File: src/rtl/forager_pkg.sv
package forager_pkg;

  typedef enum logic [3:0] {
    ST_SEARCH,
    ST_STEP,
    ST_TURN_L,
    ST_TURN_R,
    ST_REV_A,
    ST_REV_B,
    ST_BACK,
    ST_PICK,
    ST_THROW,
    ST_EXIT,
    ST_LOST
  } fsm_state_t;

  localparam int CMD_W     = 7;
  localparam int CMD_FWD   = 0;
  localparam int CMD_BACK  = 1;
  localparam int CMD_CW    = 2;
  localparam int CMD_CCW   = 3;
  localparam int CMD_PICK  = 4;
  localparam int CMD_THROW = 5;
  localparam int CMD_EXIT  = 6;

  // Direction preference shared by light steering and wall following:
  // left, then forward, then right, then behind.
  function automatic fsm_state_t pick_dir(input logic go_l, input logic go_f,
                                          input logic go_r, input logic go_b,
                                          input fsm_state_t rev_st);
    if (go_l)      return ST_TURN_L;
    else if (go_f) return ST_STEP;
    else if (go_r) return ST_TURN_R;
    else if (go_b) return rev_st;
    else           return ST_SEARCH;
  endfunction

  // States whose command spends one move of the budget.
  function automatic logic costs_move(input fsm_state_t s);
    case (s)
      ST_STEP, ST_TURN_L, ST_TURN_R, ST_REV_A, ST_REV_B,
      ST_BACK, ST_PICK, ST_THROW: return 1'b1;
      default:                    return 1'b0;
    endcase
  endfunction

endpackage

File: src/rtl/forager_budget.sv
module forager_budget #(
  parameter int BUDGET = 50,
  localparam int LEFT_W = $clog2(BUDGET + 1)
) (
  input  logic              clk,
  input  logic              rst,
  input  logic              batt_low,
  input  logic              move,
  output logic              armed,
  output logic [LEFT_W-1:0] left
);

  function automatic logic [LEFT_W-1:0] spend(input logic [LEFT_W-1:0] v);
    return (v == '0) ? '0 : v - LEFT_W'(1);
  endfunction

  always_ff @(posedge clk) begin
    if (rst) begin
      armed <= 1'b0;
      left  <= '0;
    end else if (!armed) begin
      if (batt_low) begin
        armed <= 1'b1;
        left  <= LEFT_W'(BUDGET);
      end
    end else if (move) begin
      left <= spend(left);
    end
  end


  budget_down_chk: assert property (@(posedge clk) disable iff (rst)
    armed |=> (armed && left <= $past(left)));

endmodule

File: src/rtl/forager_ctrl.sv
module forager_ctrl
  import forager_pkg::*;
#(
  parameter int LEFT_W = 6,
  parameter bit BACKSTEP_REVERSE = 1'b0
) (
  input  logic              clk,
  input  logic              rst,
  input  logic              wall_l,
  input  logic              wall_r,
  input  logic              wall_f,
  input  logic              wall_b,
  input  logic              lit_l,
  input  logic              lit_r,
  input  logic              lit_f,
  input  logic              lit_b,
  input  logic              batt_low,
  input  logic              item_here,
  input  logic              under_hole,
  input  logic              armed,
  input  logic [LEFT_W-1:0] left,
  output fsm_state_t        st,
  output logic              carrying
);

  fsm_state_t nxt;
  fsm_state_t rev_entry;

  // Named events for the checks below
  logic spent;      // budget exhausted
  logic last_move;  // the move now in progress is the final one
  logic steer;
  logic any_lit;

  assign any_lit   = lit_l | lit_r | lit_f | lit_b;
  assign steer     = (batt_low | carrying) & any_lit;
  assign spent     = armed && (left == '0);
  assign last_move = armed && (left <= LEFT_W'(1));

  generate
    if (BACKSTEP_REVERSE) begin : g_rev_back
      assign rev_entry = ST_BACK;
    end else begin : g_rev_turns
      assign rev_entry = ST_REV_A;
    end
  endgenerate

  always_comb begin
    nxt = st;
    case (st)
      ST_SEARCH: begin
        if (batt_low && under_hole)      nxt = ST_EXIT;
        else if (spent)                  nxt = ST_LOST;
        else if (carrying && under_hole) nxt = ST_THROW;
        else if (steer)                  nxt = pick_dir(lit_l, lit_f, lit_r, lit_b, rev_entry);
        else if (!carrying && item_here) nxt = ST_PICK;
        else                             nxt = pick_dir(!wall_l, !wall_f, !wall_r, !wall_b, rev_entry);
      end
      ST_TURN_L, ST_TURN_R, ST_REV_B: nxt = last_move ? ST_LOST : ST_STEP;
      ST_REV_A:                       nxt = last_move ? ST_LOST : ST_REV_B;
      ST_STEP, ST_BACK,
      ST_PICK, ST_THROW:              nxt = ST_SEARCH;
      ST_EXIT:                        nxt = ST_EXIT;
      ST_LOST:                        nxt = ST_LOST;
      default:                        nxt = ST_SEARCH;
    endcase
  end

  always_ff @(posedge clk) begin
    if (rst) begin
      st       <= ST_SEARCH;
      carrying <= 1'b0;
    end else begin
      st <= nxt;
      if (st == ST_PICK)       carrying <= 1'b1;
      else if (st == ST_THROW) carrying <= 1'b0;
    end
  end


  pick_empty_chk: assert property (@(posedge clk) disable iff (rst)
    (st == ST_PICK) |-> (!carrying ##1 carrying));


  throw_clear_chk: assert property (@(posedge clk) disable iff (rst)
    (st == ST_THROW) |=> !carrying);


  turn_step_chk: assert property (@(posedge clk) disable iff (rst)
    (st == ST_TURN_L || st == ST_TURN_R) |=> (st == ST_STEP || st == ST_LOST));

endmodule

File: src/rtl/forager_cmd_decode.sv
module forager_cmd_decode
  import forager_pkg::*;
(
  input  fsm_state_t       st,
  output logic [CMD_W-1:0] cmd,
  output logic             move,
  output logic             lost
);

  always_comb begin
    cmd = '0;
    case (st)
      ST_STEP:                     cmd[CMD_FWD]   = 1'b1;
      ST_BACK:                     cmd[CMD_BACK]  = 1'b1;
      ST_TURN_R, ST_REV_A, ST_REV_B: cmd[CMD_CW]  = 1'b1;
      ST_TURN_L:                   cmd[CMD_CCW]   = 1'b1;
      ST_PICK:                     cmd[CMD_PICK]  = 1'b1;
      ST_THROW:                    cmd[CMD_THROW] = 1'b1;
      ST_EXIT:                     cmd[CMD_EXIT]  = 1'b1;
      default:                     cmd = '0;
    endcase
  end

  assign move = costs_move(st);
  assign lost = (st == ST_LOST);

endmodule

File: src/rtl/maze_forager.sv
module maze_forager
  import forager_pkg::*;
#(
  parameter int BUDGET = 50,
  parameter bit BACKSTEP_REVERSE = 1'b0
) (
  input  logic clk,
  input  logic rst,
  input  logic wall_l,
  input  logic wall_r,
  input  logic wall_f,
  input  logic wall_b,
  input  logic lit_l,
  input  logic lit_r,
  input  logic lit_f,
  input  logic lit_b,
  input  logic batt_low,
  input  logic item_here,
  input  logic under_hole,
  output logic cmd_fwd,
  output logic cmd_back,
  output logic cmd_cw,
  output logic cmd_ccw,
  output logic cmd_pick,
  output logic cmd_throw,
  output logic cmd_exit,
  output logic carrying,
  output logic lost
);

  localparam int LEFT_W = $clog2(BUDGET + 1);

  fsm_state_t        st;
  logic [CMD_W-1:0]  cmd;
  logic              move;
  logic              armed;
  logic [LEFT_W-1:0] left;

  forager_budget #(.BUDGET(BUDGET)) budget_i (
    .clk(clk), .rst(rst), .batt_low(batt_low), .move(move),
    .armed(armed), .left(left)
  );

  forager_ctrl #(.LEFT_W(LEFT_W), .BACKSTEP_REVERSE(BACKSTEP_REVERSE)) ctrl_i (
    .clk(clk), .rst(rst),
    .wall_l(wall_l), .wall_r(wall_r), .wall_f(wall_f), .wall_b(wall_b),
    .lit_l(lit_l), .lit_r(lit_r), .lit_f(lit_f), .lit_b(lit_b),
    .batt_low(batt_low), .item_here(item_here), .under_hole(under_hole),
    .armed(armed), .left(left), .st(st), .carrying(carrying)
  );

  forager_cmd_decode decode_i (
    .st(st), .cmd(cmd), .move(move), .lost(lost)
  );

  assign cmd_fwd   = cmd[CMD_FWD];
  assign cmd_back  = cmd[CMD_BACK];
  assign cmd_cw    = cmd[CMD_CW];
  assign cmd_ccw   = cmd[CMD_CCW];
  assign cmd_pick  = cmd[CMD_PICK];
  assign cmd_throw = cmd[CMD_THROW];
  assign cmd_exit  = cmd[CMD_EXIT];


  one_cmd_chk: assert property (@(posedge clk) disable iff (rst)
    $onehot0({cmd_fwd, cmd_back, cmd_cw, cmd_ccw, cmd_pick, cmd_throw, cmd_exit}));


  exit_hold_chk: assert property (@(posedge clk) disable iff (rst)
    cmd_exit |=> cmd_exit);


  lost_quiet_chk: assert property (@(posedge clk) disable iff (rst)
    lost |-> ({cmd_fwd, cmd_back, cmd_cw, cmd_ccw, cmd_pick, cmd_throw, cmd_exit} == '0));


  lost_hold_chk: assert property (@(posedge clk) disable iff (rst)
    lost |=> lost);

endmodule

File: config.mk
export PLATFORM = sky130hd
export DESIGN_NAME = maze_forager
export DESIGN_NICKNAME = d
export VERILOG_FILES = /design/src/rtl/forager_pkg.sv /design/src/rtl/forager_budget.sv /design/src/rtl/forager_ctrl.sv /design/src/rtl/forager_cmd_decode.sv /design/src/rtl/maze_forager.sv
export SDC_FILE = /design/constraint.sdc
export NUM_CORES = 1
export LEC_CHECK = 0
export ABC_AREA = 0
export BUFFER_PORTS_ARGS = -buffer_cell sky130_fd_sc_hd__buf_2
export CAP_MARGIN = 5
export CELL_PAD_IN_SITES_DETAIL_PLACEMENT = 0
export CELL_PAD_IN_SITES_GLOBAL_PLACEMENT = 1
export CORE_ASPECT_RATIO = 0.7
export CORE_MARGIN = 3
export CORE_UTILIZATION = 38
export CTS_CLUSTER_SIZE = 25
export DETAILED_ROUTE_END_ITERATION = 16
export GPL_TIMING_DRIVEN = 0
export PLACE_DENSITY_LB_ADDON = 0.1
export SLEW_MARGIN = 20
export SYNTH_ARGS = -nofsm -noshare
export SYNTH_HDL_FRONTEND = slang
export SYNTH_SLANG_ARGS = --single-unit
File: constraint.sdc
create_clock -name clk -period 2.4 [get_ports clk]
set_input_delay 0.6 -clock clk [delete_from_list [all_inputs] [get_ports clk]]
set_output_delay 0.6 -clock clk [all_outputs]
set_load 0.02 [all_outputs]
==> results.md <==
| Metric | This run |
|:---|:---|
| Number of input and output port buffers inserted | 20 |
| Total negative slack | 0 ns |
| Num Clock Sinks | 13 |
| Share of flip-flops with an asynchronous set or reset after synthesis | 0% |
| Data arrival, critical path | 2.23 ns |
| Crit path setup slack, layout | 0.327 ns |
| FP Rows | 15 |
| Pint | 0.659 mW |
| Antenna cells | 0 |
| Net switching fraction of the power | 42.4% |
| Master cell of the clock root buffer | clkbuf_8 |
| Initial antenna violation count | 0 |
| Cell leakage power | 0.496 nW |
| Number of gates resized after CTS | 0 |
| VDD IR max | 0.363 mV |
| Slew @ Worst Pin | 0.555 ns |
| Summed instance area of the synthesized netlist | 1030 um2 |
| Commonest cells after routing, fill and taps aside | 21 x nor2_1, 20 x buf_2, 13 x dfxtp_1 |
| CP Capture Type | flip-flop |
| Clock transition at path regs | 0.05 ns |
| Maximum frequency from static timing analysis | 0.482 GHz |
| Chip Height | 49.5 um |
| Beginning of the worst register-to-register path | budget_i.left[0] |
| Critical path endpoint | decode_i.move |
| Maximum number of pins on one net before global-route repair | 11 |
| Setup Slack @ Placement | 0.223 ns |
| Power spent charging and discharging nets | 0.485 mW |
| Minimum clock period after layout | 2.07 ns |
| Number of vias per cell after detailed routing | 5.27 |
| CTS tree | yes |
| Mean cell area of the mapped netlist | 7.67 um2 |
| Start point of the worst min-delay path | budget_i.left[5] |
| Largest fanout on the critical path | 4 |
| Register-to-register path setup slack | 0.33 ns |
| Result of the run | finished clean |
| Layout net count | 175 |
| Clock group share of total power | 16.6% |
| Max-slew violation count | 0 |
| Average wire length per cell after detail routing | 12.2 um |
| Max clock buf depth | 2 |
| Number of flops mapped to enable cells by yosys | 0 |
| Maximum Capacitance Violations | 0 |
| Total via count in the routed design | 1011 |
| Total Die Area | 3370 um2 |
| Drt drc | 0 |
| Share of post-route cells with drive strength above 1 | 22.8% |
| Routed WL | 2350 um |
| Initial Util | 40.8% |
| Combinational group share of total power | 56.0% |
| Ratio of final minimum period to clock period | 86.4% |
| Commonest register cell after synthesis | dfxtp_1 |
| Wire length of the first global-routing pass | 3970 um |
| Count of hold-fix buffers inserted at cts | 0 |
| Final count of hold timing violations | 0 |
| Post-synthesis cell count | 134 |
| Count of routing violations after the opening detailed-route iteration | 40 |
| Critical Path RT | 2.56 ns |
| Clock latency reported for the late side of the worst-skew pair | 0.24 ns |
| R2R Path End | decode_i.move |
| Boundary pin count | 22 |
| Detailed placement HPWL | 1840 um |
| H-tree depth reported by CTS | 1 |
| Unrepaired setup endpoints after global routing | no |
| Classification of the worst setup path | reg -> reg |
| Number of nets with antenna violations after detailed routing | 0 |
| Setup violators final | 0 |
| Worst min-delay path category | reg -> reg |
| Post-CTS setup-driven buffer insertion count | 0 |
| Placer Congestion | 0.831 |
| Width of the chip | 68.1 um |
| Startpoint type of the worst setup path | flip-flop |
| Post-layout total power | 1.14 mW |
| Final core utilization | 48.3% |
| Count of placed standard cells including taps | 188 |
| Global routing usage summed across all routing layers | 15.6% |
| Core ar. | 2510 um2 |
| Post-route clock skew | 0.000700 ns |
| Post-synthesis cell type count | 41 |
| Number of global-route vias before repair | 886 |
| Depth of the worst register-to-register path | 7 |
| Normalized max-slew margin | 62.6% |
| Detailed Routing Iterations Pass 1 | 4 |
| Synthesized net count | 150 |
| Count of yosys warnings during synthesis | 0 |
| Share of total power in sequential cells | 27.4% |
| Overall overflow remaining after global route | 0 |
| Number of register bits inferred by synthesis | 13 |
| Number of non-filler instances in the completed layout | 192 |
| Most frequent standard cell in the layout excluding fill and tap cells | nor2_1 |
| First element of the critical path | budget_i.left[0] |
| Pwr/cell area | 942 nW/um2 |
| Fraction of the yosys area taken by sequential cells | 25.3% |
| TritonCTS Buffers | 3 |
| Layout Area Growth over Synthesis | 18.3% |
## per-stage QoR
stage	hold slack [ns]	area (um2)
floorplan	0.499	1030
global placement	0.527	1170
detailed placement	0.537	1170
CTS	0.552	1210
global route	0.576	1210
finish	0.550	1210
## logic make-up after synthesis
logic type | Yosys count | synth area share [%]
DFF | 13 | 25.3
muxes | 1 | 1.10
buffers and inverters | 14 | 9.38
xor gates and xnor gates | 1 | 0.853
AOI/OAI and AO/OA | 41 | 28.4
adders and majority gates | 3 | 3.65
and+or+nand+nor | 61 | 31.3
## state kept, by name, indices dropped and copies added, names as in the netlist
name	cells
budget_i.armed	1
ctrl_i.carrying	1
ctrl_i.st	4
decode_i.move	1
budget_i.left	6
## cells in the mapped netlist, drive strengths merged (2+ instances only)
library cell	n	area [um2]
nor2	21	78.8
dfxtp	13	260
a21oi	11	58.8
o21ai	11	55.1
nand2	10	37.5
inv	9	33.8
nor3	7	35.0
a22oi	4	35.0
clkbuf	4	55.1
nand2b	4	25.0
ha	3	37.5
nand3	3	15.0
nor2b	3	18.8
nor4	3	33.8
or4	3	26.3
nand3b	2	15.0
nor3b	2	15.0
o211ai	2	28.8
o22ai	2	12.5
## critical path: stages (launching register included)
cell and delay (ns):
dfxtp_1 0.40, inv_1 0.11, ha_1 0.28, o211ai_4 0.21, o32a_1 0.24, o311ai_1 0.16, or4_1 0.52, o31ai_2 0.07
## how the worst min path moves through the flow
stage,slack (ns),end,depth (start not counted)
after floorplan,0.50,budget_i.left[5],2
after global placement,0.53,budget_i.left[5],2
after detailed placement,0.54,budget_i.left[5],2
after CTS,0.55,budget_i.left[5],2
after global routing,0.58,budget_i.left[5],2
final,0.55,budget_i.left[5],2
## area by class of cell
class                           instances  area, um2
Multi-Input combinational cell        107        671
Timing Repair Buffer                   20        100
Buffer                                  5       62.6
Inverter                                9       33.8
Tap cell                               34       42.5
Clock buffer                            4       45.0
Fill cell                             265       1300
Sequential cell                        13        260
## power by group through the flow
stage | logic, mW | registers (mW) | clock network, mW
floorplan | 0.509 | 0.304 | 0
global route | 0.701 | 0.321 | 0.217
global placement | 0.642 | 0.315 | 0
detailed placement | 0.630 | 0.318 | 0
finish | 0.641 | 0.313 | 0.190
CTS | 0.635 | 0.313 | 0.200
## layer usage
| metal | global-route usage, % | part of all wire (%) |
|---|---|---|
| met1 | 24.5 | 55 |
| met2 | 20.0 | 39 |
| met3 | 4.78 | 5.7 |
| met4 | 3.96 | 0.85 |
| met5 | 0 | 0 |
Note: power is estimated with default switching activity, not from simulation.
